File: config.mk
export PLATFORM = sky130hd
export DESIGN_NAME = sdram_cmd_front
export DESIGN_NICKNAME = d
export VERILOG_FILES = /design/src/rtl/sdram_cmd_pkg.sv /design/src/rtl/sdram_cmd_decode.sv /design/src/rtl/sdram_bank_track.sv /design/src/rtl/sdram_cmd_front.sv
export SDC_FILE = /design/constraint.sdc
export NUM_CORES = 1
export LEC_CHECK = 0
export BUFFER_PORTS_ARGS = -buffer_cell sky130_fd_sc_hd__buf_2
export CORE_AREA = 3 3 64 126
export DETAILED_ROUTE_END_ITERATION = 8
export DIE_AREA = 0 0 67 129
export GPL_TIMING_DRIVEN = 0
export SYNTH_ARGS = -nofsm -noshare
export SYNTH_HDL_FRONTEND = slang
export SYNTH_SLANG_ARGS = --single-unit
File: constraint.sdc
create_clock -name clk -period 2.6 [get_ports clk]
set_clock_uncertainty 0.2 [all_clocks]
set_input_delay 0.13 -clock clk [delete_from_list [all_inputs] [get_ports clk]]
set_output_delay 0.13 -clock clk [all_outputs]
set_load 0.03 [all_outputs]
File: src/rtl/sdram_cmd_pkg.sv
package sdram_cmd_pkg;
  localparam int NUM_BANKS = 4;
  localparam int BANK_W = $clog2(NUM_BANKS);

  typedef enum logic [2:0] {
    CMD_MRS = 3'b000,
    CMD_REF = 3'b001,
    CMD_PRE = 3'b010,
    CMD_ACT = 3'b011,
    CMD_WR  = 3'b100,
    CMD_RD  = 3'b101,
    CMD_BST = 3'b110,
    CMD_NOP = 3'b111
  } cmdCode_t;

  typedef struct packed {
    logic act;
    logic rd;
    logic wr;
    logic pre;
    logic preAll;
    logic refresh;
    logic modeSet;
    logic [NUM_BANKS-1:0] bankHot;
  } cmdStb_t;
endpackage

File: src/rtl/sdram_cmd_decode.sv
module sdram_cmd_decode
  import sdram_cmd_pkg::*;
#(
  parameter int AP_BIT = 10,
  parameter int ADDR_W = 12
) (
  input  logic              cke,
  input  logic              csN,
  input  logic              rasN,
  input  logic              casN,
  input  logic              weN,
  input  logic [BANK_W-1:0] bankSel,
  input  logic [ADDR_W-1:0] addr,
  output cmdStb_t           stb
);
  cmdCode_t code;
  assign code = cmdCode_t'({rasN, casN, weN});

  always_comb begin
    stb = '0;
    for (int b = 0; b < NUM_BANKS; b++) begin
      stb.bankHot[b] = (bankSel == BANK_W'(b));
    end
    if (cke && !csN) begin
      unique case (code)
        CMD_ACT: stb.act = 1'b1;
        CMD_RD:  stb.rd = 1'b1;
        CMD_WR:  stb.wr = 1'b1;
        CMD_PRE: begin
          stb.pre = 1'b1;
          stb.preAll = addr[AP_BIT];
        end
        CMD_REF: stb.refresh = 1'b1;
        CMD_MRS: stb.modeSet = 1'b1;
        default: ;
      endcase
    end
  end
endmodule

File: src/rtl/sdram_bank_track.sv
module sdram_bank_track
  import sdram_cmd_pkg::*;
#(
  parameter int ROW_W = 12,
  parameter int COL_W = 10,
  parameter int AP_BIT = 10,
  parameter int BURST_LEN = 4
) (
  input  logic                 clk,
  input  logic                 rstN,
  input  logic                 cke,
  input  cmdStb_t              stb,
  input  logic [ROW_W-1:0]     addr,
  output logic [NUM_BANKS-1:0] actStb,
  output logic [NUM_BANKS-1:0] rdStb,
  output logic [NUM_BANKS-1:0] wrStb,
  output logic [NUM_BANKS-1:0] preStb,
  output logic                 refStb,
  output logic                 mrsStb,
  output logic [ROW_W-1:0]     rowAddr,
  output logic [COL_W-1:0]     colAddr,
  output logic                 autoPre,
  output logic [NUM_BANKS-1:0] bankOpen,
  output logic                 accessErr
);
  localparam int CNT_W = $clog2(BURST_LEN + 1);

  logic [NUM_BANKS-1:0] openQ, accHit, apFire, closeNow;
  logic                 isAccess, accValid;

  assign isAccess = stb.rd | stb.wr;
  assign accValid = isAccess & |(stb.bankHot & openQ);

  for (genvar b = 0; b < NUM_BANKS; b++) begin : g_bank
    logic [CNT_W-1:0] apCnt;
    assign accHit[b]   = accValid & stb.bankHot[b];
    assign apFire[b]   = cke & (apCnt == CNT_W'(1)) & ~accHit[b];
    assign closeNow[b] = apFire[b] | (stb.pre & (stb.preAll | stb.bankHot[b]));

    always_ff @(posedge clk or negedge rstN) begin
      if (!rstN) begin
        apCnt <= '0;
      end else if (cke) begin
        if (accHit[b]) begin
          apCnt <= addr[AP_BIT] ? CNT_W'(BURST_LEN) : '0;
        end else if ((stb.act & stb.bankHot[b]) | closeNow[b]) begin
          apCnt <= '0;
        end else if (apCnt != '0) begin
          apCnt <= apCnt - CNT_W'(1);
        end
      end
    end
  end

  always_ff @(posedge clk or negedge rstN) begin
    if (!rstN) begin
      openQ     <= '0;
      actStb    <= '0;
      rdStb     <= '0;
      wrStb     <= '0;
      preStb    <= '0;
      refStb    <= 1'b0;
      mrsStb    <= 1'b0;
      accessErr <= 1'b0;
      rowAddr   <= '0;
      colAddr   <= '0;
      autoPre   <= 1'b0;
    end else begin
      openQ     <= (openQ & ~closeNow) | (stb.act ? stb.bankHot : '0);
      actStb    <= stb.act ? stb.bankHot : '0;
      rdStb     <= (stb.rd & accValid) ? stb.bankHot : '0;
      wrStb     <= (stb.wr & accValid) ? stb.bankHot : '0;
      preStb    <= closeNow;
      refStb    <= stb.refresh;
      mrsStb    <= stb.modeSet;
      accessErr <= isAccess & ~accValid;
      if (stb.act) rowAddr <= addr;
      if (accValid) begin
        colAddr <= addr[COL_W-1:0];
        autoPre <= addr[AP_BIT];
      end
    end
  end

  assign bankOpen = openQ;
endmodule

File: src/rtl/sdram_cmd_front.sv
module sdram_cmd_front
  import sdram_cmd_pkg::*;
#(
  parameter int ROW_W = 12,
  parameter int COL_W = 10,
  parameter int AP_BIT = 10,
  parameter int BURST_LEN = 4
) (
  input  logic                 clk,
  input  logic                 rstN,
  input  logic                 cke,
  input  logic                 csN,
  input  logic                 rasN,
  input  logic                 casN,
  input  logic                 weN,
  input  logic [BANK_W-1:0]    bankSel,
  input  logic [ROW_W-1:0]     addr,
  output logic [NUM_BANKS-1:0] actStb,
  output logic [NUM_BANKS-1:0] rdStb,
  output logic [NUM_BANKS-1:0] wrStb,
  output logic [NUM_BANKS-1:0] preStb,
  output logic                 refStb,
  output logic                 mrsStb,
  output logic [ROW_W-1:0]     rowAddr,
  output logic [COL_W-1:0]     colAddr,
  output logic                 autoPre,
  output logic [NUM_BANKS-1:0] bankOpen,
  output logic                 accessErr
);
  cmdStb_t cmdStb;

  sdram_cmd_decode #(.AP_BIT(AP_BIT), .ADDR_W(ROW_W)) i_decode (
    .cke(cke), .csN(csN), .rasN(rasN), .casN(casN), .weN(weN),
    .bankSel(bankSel), .addr(addr), .stb(cmdStb)
  );

  sdram_bank_track #(
    .ROW_W(ROW_W), .COL_W(COL_W), .AP_BIT(AP_BIT), .BURST_LEN(BURST_LEN)
  ) i_track (
    .clk(clk), .rstN(rstN), .cke(cke), .stb(cmdStb), .addr(addr),
    .actStb(actStb), .rdStb(rdStb), .wrStb(wrStb), .preStb(preStb),
    .refStb(refStb), .mrsStb(mrsStb), .rowAddr(rowAddr), .colAddr(colAddr),
    .autoPre(autoPre), .bankOpen(bankOpen), .accessErr(accessErr)
  );
endmodule

# --- Word level (Yosys, flattened, before mapping) ---
# Index checks and enable logic that the tools add are counted.
# Widths: inputs -> output; s select.
word_totals:
  ff_bits: 58
  word_cells: 117
  in_bits: 21
classes:
  eq_ne: 12
  n_bitwise: 46
  add_sub_neg: 4
  mux: 23
  reduce_logical: 17
op_table:
  columns: ["operator", "n"]
  rows:
  - ["$mux 3", 13]
  - ["$and 1x1->1", 24]
  - ["$reduce_bool 3->1", 8]
  - ["$eq 3x1->1 const B", 5]
  - ["$or 1x1->1", 13]
  - ["$mux 4", 3]
  - ["$sub 3x1->3 const B", 4]
  - ["$and 4x4->4", 2]
  - ["$reduce_and 2->1", 4]
  - ["$mux 7", 1]
  - ["$eq 3x2->1 const B", 2]
  - ["$eq 3x3->1 const B", 2]
  - ["$mux 1", 5]
  - ["$not 1->1", 5]
  - ["$eq 2x2->1 const B", 2]
  - ["$not 4->4", 1]
  - ["$or 4x4->4", 1]
  - ["$reduce_or 4->1", 1]
  - ["$logic_not 3->1", 1]
  - ["$eq 2x1->1 const B", 1]
  - ["$logic_not 2->1", 1]
  - ["$mux 2", 1]
  - ["$logic_and 1x1->1", 1]
  - ["$logic_not 1->1", 1]

# --- Logic depth before layout (Yosys ltp) ---
# Gate-level depths: netlist of run 1.
logic_depth:
  depth_word: 12
  mapped_depth: 7
  ltp_nobuf: 7

# --- Cells and area by module ---
# Synthesis of run 1 repeated with hierarchy kept, for this count alone.
unflattened:
  cells_unflattened: 239
  hier_area_um2: 2795.2
by_module_without_submodules:
  columns: ["module", "area_per_inst_um2", "n_inst", "cells_each"]
  rows:
  - ["sdram_bank_track", 2693.8, 1, 223]
  - ["sdram_cmd_decode", 101.3, 1, 16]

# --- Worst setup path before layout of run 1 ---
# Ideal clock, no wire load.
synth_path:
  path_type: "register -> register"
  startpoint: "register i_track.openQ[0] (netlist: i_track.bankOpen[0])"
  endpoint: "register i_track.colAddr[2]"
  path_buffers: 1
  stages_incl_launch_ff: 5
  required_ns: 2.275
  arrival_time_ns: 1.607
  slack_ns: 0.669
  path_cell_list: "dfrtp_1 mux4_2 nand2_1 buf_6 mux2_2"
synth_via:
  elab_chain_len: 3
synth_lines:
  columns: ["item", "line_no", "text"]
  rows:
  - ["start: declaration", "sdram_bank_track.sv:28", "logic [NUM_BANKS-1:0] openQ, accHit, apFire, closeNow;"]
  - ["start signal: assignment", "sdram_bank_track.sv:69", "openQ <= (openQ & ~closeNow) | (stb.act ? stb.bankHot : '0);"]
  - ["$and 4x4->4", "sdram_bank_track.sv:32", "assign accValid = isAccess & |(stb.bankHot & openQ);"]
  - ["$reduce_or 4->1", "sdram_bank_track.sv:32", null]
  - ["$and 1x1->1", "sdram_bank_track.sv:32", null]
  - ["end signal: assignment", "sdram_bank_track.sv:79", "colAddr <= addr[COL_W-1:0];"]
  - ["end: declaration", "sdram_bank_track.sv:21", "output logic [COL_W-1:0] colAddr,"]
# No other way between the ends.
# A chain may end at the register's enable or synchronous reset.

# --- Worst setup path in the final report of run 1 ---
layout_path:
  startpoint: "input csN"
  endpoint: "register i_track.actStb[0]"
layout_via:
  elab_chain_len: 4
layout_lines:
  columns: ["item", "line_no", "text"]
  rows:
  - ["start: declaration", "sdram_cmd_front.sv:12", "input logic csN,"]
  - ["$logic_not 1->1", "sdram_cmd_decode.sv:24", "if (cke && !csN) begin"]
  - ["$logic_and 1x1->1", "sdram_cmd_decode.sv:24", null]
  - ["$mux 7", "sdram_cmd_decode.sv:24", null]
  - ["$mux 4", "sdram_bank_track.sv:70", "actStb <= stb.act ? stb.bankHot : '0;"]
  - ["end signal: assignment", "sdram_bank_track.sv:70", null]
  - ["end: declaration", "sdram_bank_track.sv:14", "output logic [NUM_BANKS-1:0] actStb,"]
# No other way between the ends.

==> results of run 1 <==
## cell families (layout without fill, tap and decap cells)
logic type	after synthesis	in the layout
AND/OR/NAND/NOR	70	70
flip-flops	58	58
AO/OA/AOI/OAI	50	50
buffers and inverters	29	125
multiplexers	24	24
adder cells (fa/ha/maj)	12	12
## cell type report
class                           count  area (sq um)  share of cell area, %
Clock buffer                       11           243                   6.54
Inverter                           18          67.6                   1.82
Timing Repair Buffer               80           493                   13.3
Multi-Input combinational cell    156          1220                   32.9
Sequential cell                    58          1450                   39.1
Clock inverter                      5          30.0                  0.809
Buffer                             11          93.8                   2.53
Tap cell                           92           115                   3.10
## Yosys cell counts, types with 3 or more instances
library cell,n
dfrtp_1,58
nor2_1,16
o2111ai_1,3
a31oi_1,3
inv_1,18
nor2b_1,3
a21boi_0,3
nor3_1,3
buf_6,4
nand3_1,3
nand2_1,12
ha_1,12
o22ai_1,4
nand2b_1,5
buf_2,4
and2_1,5
o21ai_0,7
a21oi_1,7
mux2_2,21
## repair_timing
action	4_1_cts	5_1_grt
endpoints found under the setup margin	0	0
hold buffers	18	0
hold endpoints to repair	85	0
## flip-flops by register name (all words and copies together) (netlist names)
signal	flops
i_track.accessErr	1
i_track.actStb	4
i_track.autoPre	1
i_track.bankOpen	4
i_track.colAddr	10
i_track.g_bank.apCnt	12
i_track.mrsStb	1
i_track.preStb	4
i_track.rdStb	4
i_track.refStb	1
i_track.rowAddr	12
i_track.wrStb	4
## worst max-delay path, stage by stage
cell and delay [ns]:
dlygate4sd3_1 0.54, buf_2 0.15, and4bb_1 0.28, buf_6 0.15, nand2_2 0.19, buf_2 0.26
nor3_1 0.15, dlygate4sd3_1 0.56
## through the flow
stage | total power [W] | std cells | util [%] | setup WS [ns]
final | 0.00346 | 431 | 51.1 | 0.245
after floorplan | 0.00210 | 243 | - | 0.669
after CTS | 0.00352 | 431 | 51.1 | 0.245
after global placement | 0.00239 | 397 | 44.8 | 0.645
after detailed placement | 0.00243 | 397 | 44.8 | 0.623
after global routing | 0.00370 | 431 | 51.1 | 0.161
## power groups by stage
stage / sequential [W] / combinational, W / clock (W)
after global placement: 0.00125 / 0.00114 / 0
after detailed placement: 0.00126 / 0.00118 / 0
after floorplan: 0.00149 / 0.000616 / 0
after global routing: 0.00127 / 0.00131 / 0.00112
after CTS: 0.00124 / 0.00120 / 0.00107
final: 0.00124 / 0.00118 / 0.00104
## layer usage
metal / up-vias / share of wire (%)
li1: 1060 / -
met4: 0 / 2.3
met3: 11 / 4.8
met1: 1073 / 35
met5: - / 0
met2: 57 / 58
## worst max-delay path by stage
stage / start / end / depth (start not counted)
6_report: csN / i_track.actStb[0] / 8
5_1_grt: csN / i_track.actStb[0] / 8
4_1_cts: rasN / i_track.actStb[0] / 8
3_5_place_dp: i_track.bankOpen[0] / i_track.colAddr[8] / 4
3_3_place_gp: i_track.bankOpen[1] / i_track.colAddr[3] / 4
2_1_floorplan: i_track.bankOpen[0] / i_track.colAddr[2] / 4
==> impl_metrics.ini, run 1 <==
[status]
status = finished clean

[logic_synthesis]
synth_area_leaders = dfrtp_1 (51%), mux2_2 (8.3%), ha_1 (5.3%)
synth_top_cell_by_area = dfrtp_1
synth_top_family_by_area = simple AND/OR/NAND/NOR gates
synthMuxAreaShare_pct = 9.85
synthCells = 243
synthDistinctLibCells = 57
ys_warn_count = 0
ys_seq_area_share_pct = 51.2
synth_compound_gate_area_share_pct = 12.8
postSynth.asyncResetShare_pct = 100
yosys.area_share.xor_xnor_pct = 0
yosysTopAreaCellShare_pct = 51.2
synth_fa_ha_area_share_pct = 5.30
synth_edf_count = 0
synth_simple_gate_area_share_pct = 15.2
postSynthAreaPerCell_sq_um = 11.7
ys_ff_latch = 58
synth_area_sq_um = 2830
synth_nets = 276
ys.flop_type = dfrtp_1

[power]
power_density_nw_per_um2 = 933
vdd_drop_max_mv = 0.450
pwr-share-comb_pct = 34.1
p_int_w = 0.00227
p_leak_nw = 1.89
switching_share_pct = 34.4
sequentialPowerShare_pct = 35.9
pwr-share-clk_pct = 30.0
switchingPower_w = 0.00119

[floorplan]
design.core.area_sq_um = 7270
start_util_pct = 39.0
die_area_sq_um = 8640
die_x_um = 67
die_h_um = 129
rows = 44
ioPinCount = 67

[final_layout]
drive_above_1_share_pct = 35.1
areaGrowthSynthToFinish_pct = 31.1
fill_cells = 679
postLayoutCellArea_sq_um = 3710
mostFrequentLayoutCells = buf_2 (65), dfrtp_1 (58), mux2_2 (21)
n_antenna_cell = 0
fin_nets = 367
final_common_cell = buf_2

[grt]
grt_first_pass_wirelength_mm = 10.4
antenna_found_initial = 0
track_usage_pct = 16.1
grt_max_degree = 59
grt_pass1_vias = 2147
grt_util_met2_pct = 30.4
met1_usage_pct = 15.3
use_met3_pct = 4.19
grt-ovfl-total = 0
busiest_layer = met2

[detailed_routing]
drt_iter0_drc = 57
vias_per_cell = 5.11
ant_nets = 0
vias = 2201
dr.pass1.iters = 4
routed_wl_mm = 6.51
detail_route.wl_per_cell_um = 15.1
drc = 0

[sta]
whs_ns = 0.0233
rsz0062_at_grt = false
finalCritPeriodShare_pct = 90.6
slew_headroom_pct = 53.1
setup-violations-final = 0
finalCriticalPeriod_ns = 2.36
slew_violations = 0
max_slew.worst_pin.slew_ns = 0.703
tns_ns = 0
hold_viol_final = 0
max_freq_ghz = 0.425

[setup_path]
rr_startpoint = i_track.bankOpen[0]
r2r_slack_ns = 0.63
worstSetupEndpointType = flip-flop
rr_worst_depth = 4
worstSetupPathType = primary input to flip-flop
path_max_fanout = 10
worstPathRequired_ns = 2.66
arrival_ns = 2.41
crit_path_start_kind = primary input
reg2reg_to = i_track.colAddr[3]

[worst_hold_path]
hold_path_depth = 3
worstHoldEndpoint = i_track.actStb[3]
holdCritStartpoint = bankSel[1]
worstHoldPathType = primary input to flip-flop

[clock_tree]
postCtsSetupBuffers = 0
cts.sinks = 58
numCtsBuffers = 9
clkTransAtPathRegs_ns = 0.05
cts_max_level = 3
cts_tree = done
cts_resized = 0
clkLatencyLatePin_ns = 0.32
max-clock-path-buffers = 2
root_buffer = clkbuf_16

[run]
cap_violations = 0

[placement]
place.gp.congestion = 0.864
place_hpwl_mm = 5.05
portBuffers = 62
placed_cell_area_sq_um = 3260
(Power assumes the default switching activity.)
==> run 2: changes to the inputs <==
--- a/config.mk
+++ b/config.mk
@@ -10,6 +10,7 @@
 export DETAILED_ROUTE_END_ITERATION = 8
 export DIE_AREA = 0 0 67 129
 export GPL_TIMING_DRIVEN = 0
+export HOLD_SLACK_MARGIN = 0.05
 export SYNTH_ARGS = -nofsm -noshare
 export SYNTH_HDL_FRONTEND = slang
 export SYNTH_SLANG_ARGS = --single-unit
==> impl_metrics.ini, run 2 (synthesis gave the netlist of run 1 again) <==
[sta]
slew_headroom_pct = 53.1
max_slew.worst_pin.slew_ns = 0.704
finalCriticalPeriod_ns = 2.36
setup-violations-final = 0
slew_violations = 0
rsz0062_at_grt = false
hold_viol_final = 0
finalCritPeriodShare_pct = 90.9
tns_ns = 0
max_freq_ghz = 0.423

[power]
p_leak_nw = 1.90
power_density_nw_per_um2 = 931
vdd_drop_max_mv = 0.450
p_total_w = 0.00347

[detailed_routing]
vias_per_cell = 5.11
drt_iter0_drc = 59
ant_nets = 0
vias = 2209
drc = 0
routed_wl_mm = 6.51
detail_route.wl_per_cell_um = 15.1
dr.pass1.iters = 4

[final_layout]
fin_nets = 368
multi_input_area_sq_um = 1220
postLayoutCellArea_sq_um = 3720
mostFrequentLayoutCells = buf_2 (65), dfrtp_1 (58), mux2_2 (21)
reg_top3 = i_track.g_bank.apCnt x12, i_track.rowAddr x12, i_track.colAddr x10
fill_cells = 677
drive_above_1_share_pct = 35.0
final_common_cell = buf_2
areaGrowthSynthToFinish_pct = 31.4
n_antenna_cell = 0
fin_util_pct = 51.2
regArea_sq_um = 1450

[clock_tree]
cts_resized = 0
clkTransAtPathRegs_ns = 0.05
cts.sinks = 58
cts_hold_buf = 19
max-clock-path-buffers = 2
cts_tree = done
cts_max_level = 3
root_buffer = clkbuf_16
numCtsBuffers = 9
postCtsSetupBuffers = 0
clkLatencyLatePin_ns = 0.32

[floorplan]
die_h_um = 129
design.core.area_sq_um = 7270
rows = 44
die_x_um = 67
start_util_pct = 39.0
die_area_sq_um = 8640
ioPinCount = 67

[grt]
use_met3_pct = 4.19
grt_pass1_vias = 2156
track_usage_pct = 16.1
antenna_found_initial = 0
grt_first_pass_wirelength_mm = 10.4
grt_util_met2_pct = 30.4
grt-ovfl-total = 0
grt_max_degree = 59
busiest_layer = met2
met1_usage_pct = 15.3

[setup_path]
crit_path_start_kind = primary input
max_stage_delay_ns = 0.56
path_delay_family = buffers and inverters
worstSetupEndpointType = flip-flop
worst_path_max_delay_cell = dlygate4sd3_1
arrival_ns = 2.42
path_max_fanout = 10
crit_buf_inv = 5
worstSetupPathType = primary input to flip-flop
worstPathRequired_ns = 2.66
path_cells = dlygate4sd3_1 -> buf_2 -> and4bb_1 -> buf_6 -> nand2_2 -> buf_2 -> nor3_1 -> dlygate4sd3_1

[placement]
place.gp.congestion = 0.864
place_hpwl_mm = 5.05
placed_cell_area_sq_um = 3260
portBuffers = 62

[run]
cap_violations = 0

[worst_hold_path]
worstHoldPathType = primary input to flip-flop

[status]
status = finished clean
[run 2: changes by cell type in the layout (fill, tap and decap cells not counted)]
| cell | previous run | this run |
|---|---|---|
| dlygate4sd3_1 | 18 | 19 |
[run 2: path summary, 6_finish.rpt]
kind	from	cells past startpoint	end	slack, ns
setup / recovery	csN	8	i_track.actStb[0]	0.24
hold / removal	casN	3	i_track.accessErr	0.07
setup reg to reg	i_track.bankOpen[0]	4	i_track.colAddr[3]	0.64
hold reg to reg	i_track.autoPre	2	i_track.autoPre	0.28
max in group asynchronous	rstN	2	i_track.g_bank[2].apCnt[2]	1.52
min in group asynchronous	rstN	2	i_track.colAddr[3]	0.21
[run 2: final cells by class]
class	instances	share of cell area (%)
Sequential cell	58	39.0
Multi-Input combinational cell	156	32.8
Timing Repair Buffer	81	13.5
Clock buffer	11	6.52
Tap cell	92	3.09
Buffer	11	2.52
Inverter	18	1.81
Clock inverter	5	0.806
[run 2: report_power, final]
group	switching [W]	internal, W	total (W)
logic	0.000697	0.000488	0.00118
clock network	0.000377	0.000663	0.00104
registers	0.000118	0.00112	0.00124
[run 2: tightest hold or removal path, cell delays in order]
cell	delay (ns)
buf_2	0.12
or4bb_1	0.23
nor2_1	0.07
[run 2: metrics by stage]
step	std cells	hold WS (ns)	worst slack, ns
after floorplan	243	-0.366	0.669
after CTS	432	0.0708	0.245
after global routing	432	0.0854	0.161
after detailed placement	397	0.155	0.623
final	432	0.0675	0.235
after global placement	397	0.146	0.645
[run 2: per-layer routing]
| metal | up-vias | share of wire (%) | routed length, um |
|---|---|---|---|
| li1 | 1062 | - | - |
| met1 | 1081 | 35 | 2310 |
| met2 | 55 | 58 | 3750 |
| met3 | 11 | 4.6 | 301 |
| met4 | 0 | 2.3 | 148 |
| met5 | - | 0 | 0 |
==> run 3: changes to the inputs <==
--- a/config.mk
+++ b/config.mk
@@ -6,9 +6,10 @@
 export NUM_CORES = 1
 export LEC_CHECK = 0
 export BUFFER_PORTS_ARGS = -buffer_cell sky130_fd_sc_hd__buf_2
-export CORE_AREA = 3 3 64 126
+export CORE_AREA = 2 2 63 125
+export CTS_BUF_LIST = sky130_fd_sc_hd__clkbuf_8
 export DETAILED_ROUTE_END_ITERATION = 8
-export DIE_AREA = 0 0 67 129
+export DIE_AREA = 0 0 65 127
 export GPL_TIMING_DRIVEN = 0
 export HOLD_SLACK_MARGIN = 0.05
 export SYNTH_ARGS = -nofsm -noshare
==> impl_metrics.ini, run 3 (synthesis gave the netlist of run 1 again) <==
[final_layout]
drive_above_1_share_pct = 34.3
final_common_cell = buf_2
areaGrowthSynthToFinish_pct = 30.3
postLayoutCellArea_sq_um = 3690
fin_util_pct = 51.2
reg_top3 = i_track.g_bank.apCnt x12, i_track.rowAddr x12, i_track.colAddr x10
mostFrequentLayoutCells = buf_2 (65), dfrtp_1 (58), mux2_2 (21), dlygate4sd3_1 (21), inv_1 (20)
n_antenna_cell = 0
fin_nets = 370

[placement]
portBuffers = 62
place_ws_ns = 0.632
place.gp.congestion = 0.788
placed_cell_area_sq_um = 3260
place_hpwl_mm = 4.99

[power]
vdd_drop_max_mv = 0.387
power_density_nw_per_um2 = 899
p_leak_nw = 1.89

[sta]
finalCriticalPeriod_ns = 2.31
hold_viol_final = 0
slew_violations = 0
finalWorstSetupSlack_ns = 0.288
finalCritPeriodShare_pct = 88.9
max_slew.worst_pin.slew_ns = 0.697
rsz0062_at_grt = false
whs_ns = 0.0965
slew_headroom_pct = 53.6
max_freq_ghz = 0.432
tns_ns = 0
setup-violations-final = 0

[setup_path]
rr_startpoint = i_track.bankOpen[0]
worstSetupEndpointType = flip-flop
path_max_fanout = 10
r2r_slack_ns = 0.65
crit_path_start_kind = primary input
rr_worst_depth = 4
reg2reg_to = i_track.colAddr[8]
startpoint = rasN
arrival_ns = 2.38
worstSetupPathType = primary input to flip-flop
worstPathRequired_ns = 2.67

[grt]
grt_pass1_vias = 2310
grt_max_degree = 59
antenna_found_initial = 0
track_usage_pct = 17.1
grt_first_pass_wirelength_mm = 10.8
grt-ovfl-total = 0

[worst_hold_path]
holdCritStartpoint = addr[10]
worstHoldEndpoint = i_track.g_bank[3].apCnt[2]
hold_path_depth = 3
worstHoldPathType = primary input to flip-flop

[floorplan]
design.core.area_sq_um = 7210
rows = 44
die_area_sq_um = 8260
die_h_um = 127
start_util_pct = 39.3
die_x_um = 65
ioPinCount = 67

[clock_tree]
numCtsBuffers = 9
max-clock-path-buffers = 2
clkTransAtPathRegs_ns = 0.06
clkLatencyLatePin_ns = 0.33
cts_tree = done
root_buffer = clkbuf_8
cts.sinks = 58
cts_max_level = 3

[status]
status = finished clean

[detailed_routing]
vias_per_cell = 5.08
dr.pass1.iters = 4
drc = 0
routed_wl_mm = 6.47
drt_iter0_drc = 90
ant_nets = 0
vias = 2198
detail_route.wl_per_cell_um = 15.0

[run]
cap_violations = 0
[run 3: routing by layer]
layer,routed length (um),part of all wire [%],track usage [%]
met1,2320,36,16.6
met2,3620,56,31.5
met3,325,5.0,4.31
met4,201,3.1,9.76
met5,0,0,0
[run 3: how the worst max path moves through the flow]
stage | end | slack, ns
CTS | i_track.actStb[0] | 0.28
global route | i_track.actStb[0] | 0.20
finish | i_track.actStb[0] | 0.29
detailed placement | i_track.colAddr[7] | 0.63
global placement | i_track.colAddr[4] | 0.66
floorplan | i_track.colAddr[2] | 0.67
[run 3: worst max-delay path: stages]
cell and delay, ns:
dlygate4sd3_1 0.53, buf_2 0.16, and4bb_1 0.27, buf_6 0.15
nand2_2 0.18, buf_2 0.26, nor3_1 0.14, dlygate4sd3_1 0.56
[run 3: stage by stage]
step	cells	total power, W
2_1_floorplan	243	0.00210
6_report	433	0.00332
4_1_cts	433	0.00336
5_1_grt	433	0.00357
3_3_place_gp	397	0.00239
3_5_place_dp	397	0.00242
[run 3: what timing repair did]
| action | 4_1_cts | 5_1_grt |
|---|---|---|
| hold buffers | 21 | 0 |
| endpoints found under the hold margin | 90 | 0 |
| setup endpoints to repair | 0 | 0 |
| gates resized for setup | 0 | 0 |
| setup buffers | 0 | 0 |
[run 3: cell type report]
class	instances	area, sq um
timing repair buffer	83	523
multi-input combinational	156	1220
clock buffer	11	151
buffer	11	93.8
inverter	18	67.6
tap	92	115
sequential	58	1450
fill	647	3520
clock inverter	4	67.6
[run 3: report_power, final]
part           total [W]  internal, W  switching [W]  leakage [nW]
Clock           0.000898     0.000579       0.000318         0.118
Combinational    0.00118     0.000486       0.000693          1.02
Sequential       0.00124      0.00112       0.000119         0.754
